$ cat src/rtl/task_impl_tracker.sv
module task_impl_tracker #(
  parameter int TILES    = 4,
  parameter int COST_W   = 16,
  parameter logic [TILES-1:0] IMP1_MASK = 4'b0001,
  parameter logic [TILES-1:0] IMP2_MASK = 4'b0011,
  parameter int IMP1_CC  = 50,
  parameter int IMP1_EC  = 200,
  parameter int IMP2_CC  = 80,
  parameter int IMP2_EC  = 150
) (
  input  logic              clk,
  input  logic              rst_n,
  input  logic              req_i,
  input  logic              done_i,
  input  logic              sel_i,
  input  logic              keep_i,
  input  logic              release_i,
  output logic [2:0]        state_o,
  output logic [TILES-1:0]  tiles_o,
  output logic [COST_W-1:0] cfg_cost_o,
  output logic [COST_W-1:0] exe_cost_o
);

  localparam logic [2:0] ST_IDLE = 3'd0;
  localparam logic [2:0] ST_RUN1 = 3'd1;
  localparam logic [2:0] ST_RUN2 = 3'd2;
  localparam logic [2:0] ST_RES1 = 3'd3;
  localparam logic [2:0] ST_RES2 = 3'd4;

  localparam logic [COST_W-1:0] CC1 = COST_W'(IMP1_CC);
  localparam logic [COST_W-1:0] CC2 = COST_W'(IMP2_CC);
  localparam logic [COST_W-1:0] EC1 = COST_W'(IMP1_EC);
  localparam logic [COST_W-1:0] EC2 = COST_W'(IMP2_EC);
  localparam logic [COST_W-1:0] ZERO = '0;

  logic [2:0]        st_q, st_d;
  logic [COST_W-1:0] cfg_q, cfg_d;

  wire [2:0] run_pick = sel_i ? ST_RUN2 : ST_RUN1;

  always_comb begin
    st_d  = st_q;
    cfg_d = cfg_q;
    case (st_q)
      ST_IDLE: if (req_i) begin
        st_d  = run_pick;
        cfg_d = sel_i ? CC2 : CC1;
      end
      ST_RUN1: if (done_i) begin
        st_d  = keep_i ? ST_RES1 : ST_IDLE;
        cfg_d = ZERO;
      end
      ST_RUN2: if (done_i) begin
        st_d  = keep_i ? ST_RES2 : ST_IDLE;
        cfg_d = ZERO;
      end
      ST_RES1: if (req_i) begin
        st_d  = run_pick;
        cfg_d = sel_i ? CC2 : ZERO;
      end else if (release_i) begin
        st_d  = ST_IDLE;
      end
      ST_RES2: if (req_i) begin
        st_d  = run_pick;
        cfg_d = sel_i ? ZERO : CC1;
      end else if (release_i) begin
        st_d  = ST_IDLE;
      end
      default: begin
        st_d  = ST_IDLE;
        cfg_d = ZERO;
      end
    endcase
  end

  always_ff @(posedge clk or negedge rst_n) begin
    if (!rst_n) begin
      st_q  <= ST_IDLE;
      cfg_q <= ZERO;
    end else begin
      st_q  <= st_d;
      cfg_q <= cfg_d;
    end
  end

  wire holds1 = (st_q == ST_RUN1) || (st_q == ST_RES1);
  wire holds2 = (st_q == ST_RUN2) || (st_q == ST_RES2);

  assign state_o    = st_q;
  assign tiles_o    = holds1 ? IMP1_MASK : (holds2 ? IMP2_MASK : '0);
  assign cfg_cost_o = cfg_q;
  assign exe_cost_o = (st_q == ST_RUN1) ? EC1 : ((st_q == ST_RUN2) ? EC2 : ZERO);

  AST_IDLE_CLEAN: assert property (@(posedge clk) disable iff (!rst_n)
    state_o == ST_IDLE |-> tiles_o == '0 && cfg_cost_o == ZERO && exe_cost_o == ZERO);
  AST_REUSE_FREE: assert property (@(posedge clk) disable iff (!rst_n)
    (state_o == ST_RES1 && req_i && !sel_i) |=> (state_o == ST_RUN1 && cfg_cost_o == ZERO));
  AST_SWAP_CHARGED: assert property (@(posedge clk) disable iff (!rst_n)
    (state_o == ST_RES1 && req_i && sel_i) |=> (state_o == ST_RUN2 && cfg_cost_o == CC2));
  AST_RUN_COST_HELD: assert property (@(posedge clk) disable iff (!rst_n)
    ((state_o == ST_RUN1 || state_o == ST_RUN2) && !done_i) |=> ($stable(state_o) && $stable(cfg_cost_o)));
  AST_RESIDENT_FREE: assert property (@(posedge clk) disable iff (!rst_n)
    (state_o == ST_RES1 || state_o == ST_RES2) |-> (cfg_cost_o == ZERO && exe_cost_o == ZERO && tiles_o != '0));
  AST_END_DROP: assert property (@(posedge clk) disable iff (!rst_n)
    ((state_o == ST_RUN1 || state_o == ST_RUN2) && done_i && !keep_i) |=> state_o == ST_IDLE);
  AST_RELEASE: assert property (@(posedge clk) disable iff (!rst_n)
    ((state_o == ST_RES1 || state_o == ST_RES2) && release_i && !req_i) |=> state_o == ST_IDLE);

endmodule

$ cat config.mk
export PLATFORM = sky130hd
export DESIGN_NAME = task_impl_tracker
export DESIGN_NICKNAME = d
export VERILOG_FILES = /design/src/rtl/task_impl_tracker.sv
export SDC_FILE = /design/constraint.sdc
export NUM_CORES = 1
export LEC_CHECK = 0
export ABC_CLOCK_PERIOD_IN_PS = 1700
export BUFFER_PORTS_ARGS = -buffer_cell sky130_fd_sc_hd__buf_2
export CORE_MARGIN = 5
export CORE_UTILIZATION = 37
export CTS_CLUSTER_DIAMETER = 60
export CTS_CLUSTER_SIZE = 28
export DETAILED_ROUTE_END_ITERATION = 12
export GPL_ROUTABILITY_DRIVEN = 1
export GPL_TIMING_DRIVEN = 0
export PLACE_DENSITY = 0.74
export SYNTH_ARGS = -nofsm -noshare
export SYNTH_HDL_FRONTEND = slang
export SYNTH_SLANG_ARGS = --single-unit
$ cat constraint.sdc
create_clock -name clk -period 1.7 [get_ports clk]
set_clock_uncertainty 0.2 [all_clocks]
set_input_delay 0.17 -clock clk [delete_from_list [all_inputs] [get_ports clk]]
set_output_delay 0.17 -clock clk [all_outputs]
set_load 0.05 [all_outputs]
==> results of run 1 <==
## final cells by class
cell class / instances / area [µm²]
repair buffers: 35 / 266.5
flip-flops and latches: 6 / 153.9
fillers: 151 / 604.3
inverters: 3 / 11.26
plain buffers: 30 / 232.7
clock buffers: 4 / 26.28
multi-input cells: 68 / 456.7
well taps: 25 / 31.28
## worst max-delay path: stages, from the launching register on
cell	delay, ns
dfrtp_2	0.45
buf_6	0.14
and3_4	0.16
or2_4	0.23
buf_8	0.15
## repair_timing
action                                  CTS  global route
setup buffers                             8             4
gates resized for setup                  15            12
cloned                                    0             0
endpoints found under the hold margin     7             0
endpoints found under the setup margin   10            11
hold buffers                              2             0
pin swaps                                 1             4
## metal layers
metal	up-vias	wire, µm
met1	297	662
met2	40	899
met5	-	0
li1	359	-
met3	4	204
met4	0	17
## power breakdown
part	internal [mW]	switching, mW	total [mW]
registers	0.208	0.0677	0.275
logic	0.816	1.21	2.03
clock network	0.0890	0.0535	0.143
## sequential cells by signal, summed over array words and instances (netlist names)
signal and flops:
cfg_cost_o 3, state_o 3
## synth_stat cells (2+ instances only)
master   count  area share, %
nor2_2       2            1.8
o21ai_1      3            2.1
nor2_1       4            2.1
dfrtp_1      6             21
inv_1        3            1.6
buf_4       29             31
nand2_1      6            3.2
mux2i_1      3            4.2
buf_2        2            1.4
xnor2_1      2            2.5
a21oi_1      5            3.5
mux2_1       2            3.2
## stage by stage
step	hold slack (ns)	utilization, %
3_3_place_gp	-0.1992	54.11
3_5_place_dp	-0.1958	54.11
4_1_cts	0.01371	61.75
2_1_floorplan	-0.3256	-
6_report	0.009377	66.11
5_1_grt	0.05675	66.11
## worst paths after layout
path | startpoint | endpoint | slack [ns] | cells after the start
max | state_o[0] | exe_cost_o[7] | -0.05 | 4
min | release_i | state_o[2] | 0.009 | 4
max reg2reg | state_o[0] | cfg_cost_o[4] | -0.01 | 5
min reg2reg | cfg_cost_o[4] | cfg_cost_o[4] | 0.30 | 1
max in group asynchronous | rst_n | state_o[2] | 1.07 | 2
min in group asynchronous | rst_n | state_o[1] | 0.07 | 2
## cell families (layout without fill, tap and decap cells)
logic type	Yosys count	in the layout	synth area share, %
buf+inv	35	72	35.27
simple gates	20	20	15.34
other cells	1	24	0.5286
mux	6	6	9.523
flops	6	6	21.16
xor+xnor	2	2	2.470
compound gates	16	16	15.70
==> flow_metrics.tcl, run 1 <==
set metrics [dict create \
    core_um2 1783 \
    drive_gt1_share_pct 59.59 \
    outcome "finished, violations left" \
    core.rowCount 15 \
    grt_max_degree 11 \
    ys_async_sr_fraction_pct 100.0 \
    layout_setup_ws_ns -0.05009 \
    grt_pass1_vias 602 \
    die-height_um 53.79 \
    vias_per_cell 4.094 \
    fin_cells 171 \
    synth_ff_type "dfrtp_1" \
    dp_hpwl_mm 1.290 \
    fmax_mhz 571.4 \
    power.density_nw_per_um2 2075 \
    ys_seq_area_share_pct 21.16 \
    grt_use_met3_pct 6.094 \
    tritoncts "yes" \
    fin_crit_ns 1.750 \
    grt_use_total_pct 11.97 \
    die_x_um 53.79 \
    htreeDepth 1 \
    setup_viol 4 \
    final_cell_mix "buf_4 (41), conb_1 (24), buf_2 (14), nand2_1 (6)" \
    start_kind "register" \
    busiest_layer "met2" \
    dp.cells 155 \
    min_path_type "input pin to register" \
    fin_crit_sh_pct 102.9 \
    worst-setup-path-type "register to output port" \
    cts-root-buf "clkbuf_4" \
    stdcell_area_um2 1179 \
    tns_ns -0.06872 \
    final_common_cell "buf_4" \
    use_met1_pct 12.40 \
    drt_iter0_drc 11 \
    finalMaxSlewViolations 0 \
    synth_seq_cells 6 \
    wl_per_cell_um 10.43 \
    gp_congestion 0.8729 \
    yosys_warnings 0 \
    vias 700 \
    insertion_delay_ns 0.25 \
    hold_violations 0 \
    clockBufferDepth 2 \
    grtUsageMet2_pct 20.77 \
    critPathRequiredTime_ns 1.33 \
    nNetsFinal 154 \
    power.leakage_nw 0.6465 \
    overflow 0 \
    netlist_instances 86 \
    cap_viol_max_count 0 \
    synth_cell_types 31 \
    crit_path_end_kind "output port" \
    antenna_found_initial 0 \
    syn_area_um2 709.4 \
    drtAntennaViolNets 0 \
    cts_inserted_buffers 3 \
    diodes 0 \
    path_clk_slew_ns 0.05 \
    critical_path_arrival_ns 1.38 \
    start_util_pct 39.79 \
    ir_drop_v 0.001007 \
    postSynthAreaPerCell_um2 8.249 \
    clock-sinks 6 \
    rsz0062_at_grt "yes" \
    place_area_um2 964.7 \
    dp_slack_ns -0.08924 \
    synth_edf_count 0 \
    die_area_um2 2893 \
    syn2layout_area_growth_pct 66.14 \
    ios 46 \
    port_buffers 21 \
    wirelength_mm 1.784 \
    violations "setup timing" \
    grt_pass1_wl_mm 2.470 \
    drc 0 \
    firstDrtPassIters 4 \
    finalPower_mw 2.445 \
    critPathMaxFanout 4 \
]
Power figures use the tool's default switching activity.
==> run 2, diff against run 1 <==
--- a/config.mk
+++ b/config.mk
@@ -5,6 +5,7 @@
 export SDC_FILE = /design/constraint.sdc
 export NUM_CORES = 1
 export LEC_CHECK = 0
+export ABC_AREA = 1
 export ABC_CLOCK_PERIOD_IN_PS = 1700
 export BUFFER_PORTS_ARGS = -buffer_cell sky130_fd_sc_hd__buf_2
 export CORE_MARGIN = 5
@@ -14,7 +15,7 @@
 export DETAILED_ROUTE_END_ITERATION = 12
 export GPL_ROUTABILITY_DRIVEN = 1
 export GPL_TIMING_DRIVEN = 0
-export PLACE_DENSITY = 0.74
+export PLACE_DENSITY = 0.75
 export SYNTH_ARGS = -nofsm -noshare
 export SYNTH_HDL_FRONTEND = slang
 export SYNTH_SLANG_ARGS = --single-unit
==> flow_metrics.tcl, run 2 <==
set metrics [dict create \
    firstDrtPassIters 4 \
    power.density_nw_per_um2 2196 \
    wl_per_cell_um 9.343 \
    vias_per_cell 3.901 \
    cts_inserted_buffers 3 \
    drt_iter0_drc 11 \
    r2r_end "cfg_cost_o[4]" \
    synth_mux_area_share_pct 0 \
    worst-r2r-setup-slack_ns 0.21 \
    yosys.area_share.adder_pct 0 \
    tritoncts "yes" \
    ios 46 \
    dp_hpwl_mm 1.392 \
    clock-sinks 6 \
    grt_pass1_vias 636 \
    min_to "state_o[2]" \
    insertion_delay_ns 0.25 \
    fin_crit_ns 1.695 \
    ys_seq_area_share_pct 21.74 \
    vias 706 \
    overflow 0 \
    synth_simple_gate_area_share_pct 40.22 \
    path_clk_slew_ns 0.05 \
    place_area_um2 967.2 \
    path_buf_inv 2 \
    port_buffers 21 \
    path_cells "clkinv_4, nand3_4, nand2_4, or2_4, buf_6" \
    setup_viol 0 \
    stdcell_area_um2 1097 \
    cp_slowest_stage_delay_ns 0.43 \
    grt_use_total_pct 12.27 \
    p_seq_share_pct 12.7 \
    start_kind "register" \
    synth_seq_cells 6 \
    timing.rr.start "state_o[2]" \
    ys_async_sr_fraction_pct 100.0 \
    synth_xor_area_share_pct 0 \
    reg2regPathDepth 8 \
    synth_top_cell_area_share_pct 30.43 \
    layout_setup_ws_ns 0.004958 \
    yosys_warnings 0 \
    drc 0 \
    grt_pass1_wl_mm 2.587 \
    rsz0062_at_grt "yes" \
    holdWs_ns 0.07049 \
    final_common_cell "buf_4" \
    die_x_um 53.21 \
    synth_top_cells_by_count "buf_4 (28), nand2_1 (22), nand3_1 (15)" \
    die-height_um 53.21 \
    synth_ff_type "dfrtp_1" \
    synth.area.top_cells "buf_4 (30%), dfrtp_1 (22%), nand2_1 (12%)" \
    drtAntennaViolNets 0 \
    hold_violations 0 \
    critPathSlowestCell "dfrtp_2" \
    fin_crit_sh_pct 99.71 \
    diodes 0 \
    cts-root-buf "clkbuf_4" \
    clockBufferDepth 2 \
    syn2layout_area_growth_pct 58.88 \
    finalMaxSlewViolations 0 \
    gp_congestion 0.8665 \
    synth.most_common_cell "buf_4" \
    critical_path_arrival_ns 1.33 \
    finalPower_mw 2.410 \
    synth_cell_types 15 \
    ir_drop_v 0.001095 \
    final_cell_mix "buf_4 (34), conb_1 (24), nand2_1 (20), nand3_1 (14), buf_2 (14)" \
    core.rowCount 15 \
    cp_top_family "flip-flops" \
    clkPwrFrac_pct 5.8 \
    fillers 154 \
    nNetsFinal 164 \
    min_path_type "input pin to register" \
    power.leakage_nw 0.6680 \
    synth_compound_area_share_pct 0 \
    syn_area_um2 690.7 \
    htreeDepth 1 \
    critPathRequiredTime_ns 1.33 \
    outcome "finished clean" \
    grt_max_degree 8 \
    critPathMaxFanout 5 \
    p_switching_mw 1.449 \
    crit_path_end_kind "output port" \
    netlist_instances 101 \
    wirelength_mm 1.691 \
    antenna_found_initial 0 \
    postSynthAreaPerCell_um2 6.838 \
    die_area_um2 2831 \
    hold_depth 5 \
    fmax_mhz 590.0 \
    synth_edf_count 0 \
    multi_input_area_um2 400.4 \
    power.internal_uw 961.7 \
    p_sw_share_pct 60.10 \
    comb_power_share_pct 81.4 \
    yosys.area.top_type "buf_4" \
    synth_top_family_by_area "simple AND/OR/NAND/NOR gates" \
    seq_area_um2 153.9 \
    start_util_pct 39.57 \
    core_um2 1745 \
    drive_gt1_share_pct 52.56 \
    cap_viol_max_count 0 \
    min_from "keep_i" \
    dp_slack_ns 0.04867 \
    worst-setup-path-type "register to output port" \
]
==> run 2: cell count changes after synthesis, sizes merged, moves of 4 or more <==
cell / change
nand2: +20
nand3: +18
inv: +10
a21oi: -5
o21ai: -5
buf: -4
==> run 2: worst max-delay path by stage <==
stage,cells after the start,start,to
detailed placement,5,state_o[1],tiles_o[0]
floorplan,7,state_o[1],state_o[0]
CTS,5,state_o[0],tiles_o[0]
finish,5,state_o[2],tiles_o[0]
global route,5,state_o[0],tiles_o[0]
global placement,5,state_o[1],tiles_o[0]
==> run 2: layout make-up <==
| cell class | count | area share (%) |
|---|---|---|
| Buffer | 28 | 20.52 |
| Clock buffer | 4 | 2.395 |
| Inverter | 13 | 5.815 |
| Multi-Input combinational cell | 77 | 36.49 |
| Sequential cell | 6 | 14.03 |
| Tap cell | 25 | 2.851 |
| Timing Repair Buffer | 28 | 17.90 |
==> run 2: per-stage QoR <==
stage / utilization, % / std cells / setup TNS (ns)
finish: 62.87 / 181 / 0
floorplan: - / 124 / -0.03070
CTS: 60.14 / 177 / -0.01895
detailed placement: 55.41 / 170 / 0
global placement: 55.41 / 170 / 0
global route: 62.87 / 181 / -0.1487
==> run 2: worst register-to-register path: cells and delay by family (launching register included) <==
kind	cells	cell delay [ns]
simple gates	6	0.50
flops	1	0.43
buf+inv	2	0.24
==> run 2: cell families after synthesis <==
family                 Yosys count
AND/OR/NAND/NOR                 53
other                            1
buffers and inverters           41
flip-flops                       6
==> run 2: power groups by stage <==
stage	clock network, mW	logic, mW	registers [mW]
final	0.140	1.96	0.307
after global routing	0.156	2.09	0.320
after CTS	0.147	1.86	0.300
after detailed placement	0	1.73	0.301
after global placement	0	1.70	0.300
after floorplan	0	1.23	0.502
==> run 2: repair_timing <==
| action | in CTS | in global routing |
|---|---|---|
| hold endpoints to repair | 6 | 0 |
| setup buffers | 2 | 4 |
| setup endpoints to repair | 6 | 8 |
| pin swaps | 1 | 2 |
| hold buffers | 1 | 0 |
| gates cloned | 0 | 0 |
| resized for setup | 10 | 6 |
==> run 2: layer usage <==
layer	global-route usage, %	wire length [µm]	part of all wire, %	vias up
met2	21.84	898	53	27
met4	2.553	0	0	0
met3	4.789	122	7.2	0
met1	13.58	671	40	306
met5	0	0	0	-
li1	-	-	-	373
==> run 3, diff against run 2 <==
--- a/config.mk
+++ b/config.mk
@@ -9,13 +9,15 @@
 export ABC_CLOCK_PERIOD_IN_PS = 1700
 export BUFFER_PORTS_ARGS = -buffer_cell sky130_fd_sc_hd__buf_2
 export CORE_MARGIN = 5
-export CORE_UTILIZATION = 37
+export CORE_UTILIZATION = 38
+export CTS_BUF_LIST = sky130_fd_sc_hd__clkbuf_2
 export CTS_CLUSTER_DIAMETER = 60
 export CTS_CLUSTER_SIZE = 28
 export DETAILED_ROUTE_END_ITERATION = 12
 export GPL_ROUTABILITY_DRIVEN = 1
 export GPL_TIMING_DRIVEN = 0
-export PLACE_DENSITY = 0.75
+export PLACE_DENSITY = 0.74
+export SLEW_MARGIN = 15
 export SYNTH_ARGS = -nofsm -noshare
 export SYNTH_HDL_FRONTEND = slang
 export SYNTH_SLANG_ARGS = --single-unit
==> flow_metrics.tcl, run 3 (synthesis gave the netlist of run 2 again) <==
set metrics [dict create \
    worst-setup-path-type "register to output port" \
    r2r_end "cfg_cost_o[4]" \
    die_area_um2 2770 \
    min_path_type "input pin to async pin" \
    hold_violations 0 \
    insertion_delay_ns 0.23 \
    grt_pass1_wl_mm 2.580 \
    overflow 0 \
    wirelength_mm 1.656 \
    grt_pass1_vias 673 \
    start_kind "register" \
    p_seq_share_pct 12.8 \
    antenna_found_initial 0 \
    ios 46 \
    start_util_pct 40.00 \
    fmax_mhz 600.3 \
    outcome "finished clean" \
    core_um2 1727 \
    critPathRequiredTime_ns 1.33 \
    syn2layout_area_growth_pct 55.43 \
    setup_viol 0 \
    layout_setup_ws_ns 0.03429 \
    port_buffers 21 \
    power.leakage_nw 0.6642 \
    critPathMaxFanout 6 \
    wl_per_cell_um 9.200 \
    firstDrtPassIters 5 \
    drc 0 \
    drt_iter0_drc 15 \
    vias 723 \
    core.rowCount 15 \
    p_sw_share_pct 61.36 \
    p_switching_mw 1.438 \
    clock-sinks 6 \
    seq_area_um2 153.9 \
    nNetsFinal 163 \
    crit_path_end_kind "output port" \
    ir_drop_v 0.0008750 \
    critical_path_arrival_ns 1.30 \
    comb_power_share_pct 82.2 \
    grt_use_total_pct 12.38 \
    clkPwrFrac_pct 5.0 \
    multi_input_area_um2 397.9 \
    clockBufferDepth 2 \
    final_cell_mix "buf_4 (32), conb_1 (24), nand2_1 (20), buf_2 (15), nand3_1 (14)" \
    fin_crit_sh_pct 97.98 \
    cts-root-buf "clkbuf_2" \
    fin_crit_ns 1.666 \
    worst-r2r-setup-slack_ns 0.20 \
    power.internal_uw 905.8 \
    path_clk_slew_ns 0.07 \
    timing.rr.start "state_o[2]" \
    diodes 0 \
    dp_hpwl_mm 1.358 \
    final_common_cell "buf_4" \
    tritoncts "yes" \
    drive_gt1_share_pct 52.26 \
    tns_ns 0 \
    reg2regPathDepth 8 \
    grt_max_degree 8 \
    cts_inserted_buffers 3 \
    rsz0062_at_grt "yes" \
    power.density_nw_per_um2 2183 \
    fillers 170 \
    drtAntennaViolNets 0 \
    die-height_um 52.63 \
    finalMaxSlewViolations 0 \
    dp_slack_ns 0.06676 \
    gp_congestion 0.8171 \
    final_util_pct 62.17 \
    die_x_um 52.63 \
    vias_per_cell 4.017 \
    htreeDepth 1 \
    cap_viol_max_count 0 \
]
==> run 3: changes by cell type in the layout (fill, tap and decap cells not counted), moves of 2 or more <==
cell / previous run / this run
buf_4: 34 / 32
clkbuf_4: 4 / 0
clkbuf_2: 0 / 4
buf_6: 3 / 5
==> run 3: final cells by class <==
cell class / count / share of cell area, %
Buffer: 28 / 20.98
Clock buffer: 4 / 1.865
Inverter: 13 / 5.478
Multi-Input combinational cell: 77 / 37.06
Sequential cell: 6 / 14.34
Tap cell: 25 / 2.914
Timing Repair Buffer: 27 / 17.37
==> run 3: through the flow <==
step	total power, mW	cell area [µm²]	hold WS (ns)	cells
6_report	2.344	1074	0.08123	180
3_3_place_gp	1.997	967.2	-0.2052	170
5_1_grt	2.488	1074	0.08461	180
4_1_cts	2.304	1055	0.06644	178
3_5_place_dp	2.023	967.2	-0.1971	170
2_1_floorplan	1.735	830.8	-0.3256	124
==> run 3: what timing repair did <==
action | CTS | global route
gates resized for setup | 11 | 1
endpoints found under the hold margin | 6 | 0
pin swaps | 1 | 0
buffers inserted | 3 | 2
hold buffers | 1 | 0
endpoints found under the setup margin | 7 | 6
==> run 3: worst max path at each step <==
| stage | slack, ns | end | start |
|---|---|---|---|
| CTS | 0.02 | exe_cost_o[4] | state_o[2] |
| finish | 0.03 | tiles_o[0] | state_o[0] |
| detailed placement | 0.07 | tiles_o[0] | state_o[1] |
| global route | -0.02 | tiles_o[0] | state_o[0] |
| floorplan | -0.02 | state_o[0] | state_o[1] |
| global placement | 0.09 | tiles_o[0] | state_o[1] |
==> run 3: power groups by stage <==
stage                     Clock (mW)  Sequential, mW  Combinational, mW
after CTS                      0.125           0.297               1.88
after global placement             0           0.300               1.70
after global routing           0.131           0.312               2.05
after detailed placement           0           0.301               1.72
final                          0.118           0.300               1.93
after floorplan                    0           0.502               1.23
==> run 3: worst max-delay path, cell delays in order (launching register included) <==
cell and delay [ns]:
dfrtp_2 0.46, inv_2 0.08, nand3_4 0.10, nand2_4 0.05, or2_4 0.22, buf_6 0.15
==> run 3: layer usage <==
metal	up-vias	global-route usage (%)	wire length (µm)
li1	366	-	-
met3	4	3.989	123
met5	-	0	0
met1	315	11.30	576
met2	38	25.00	949
met4	0	3.830	6
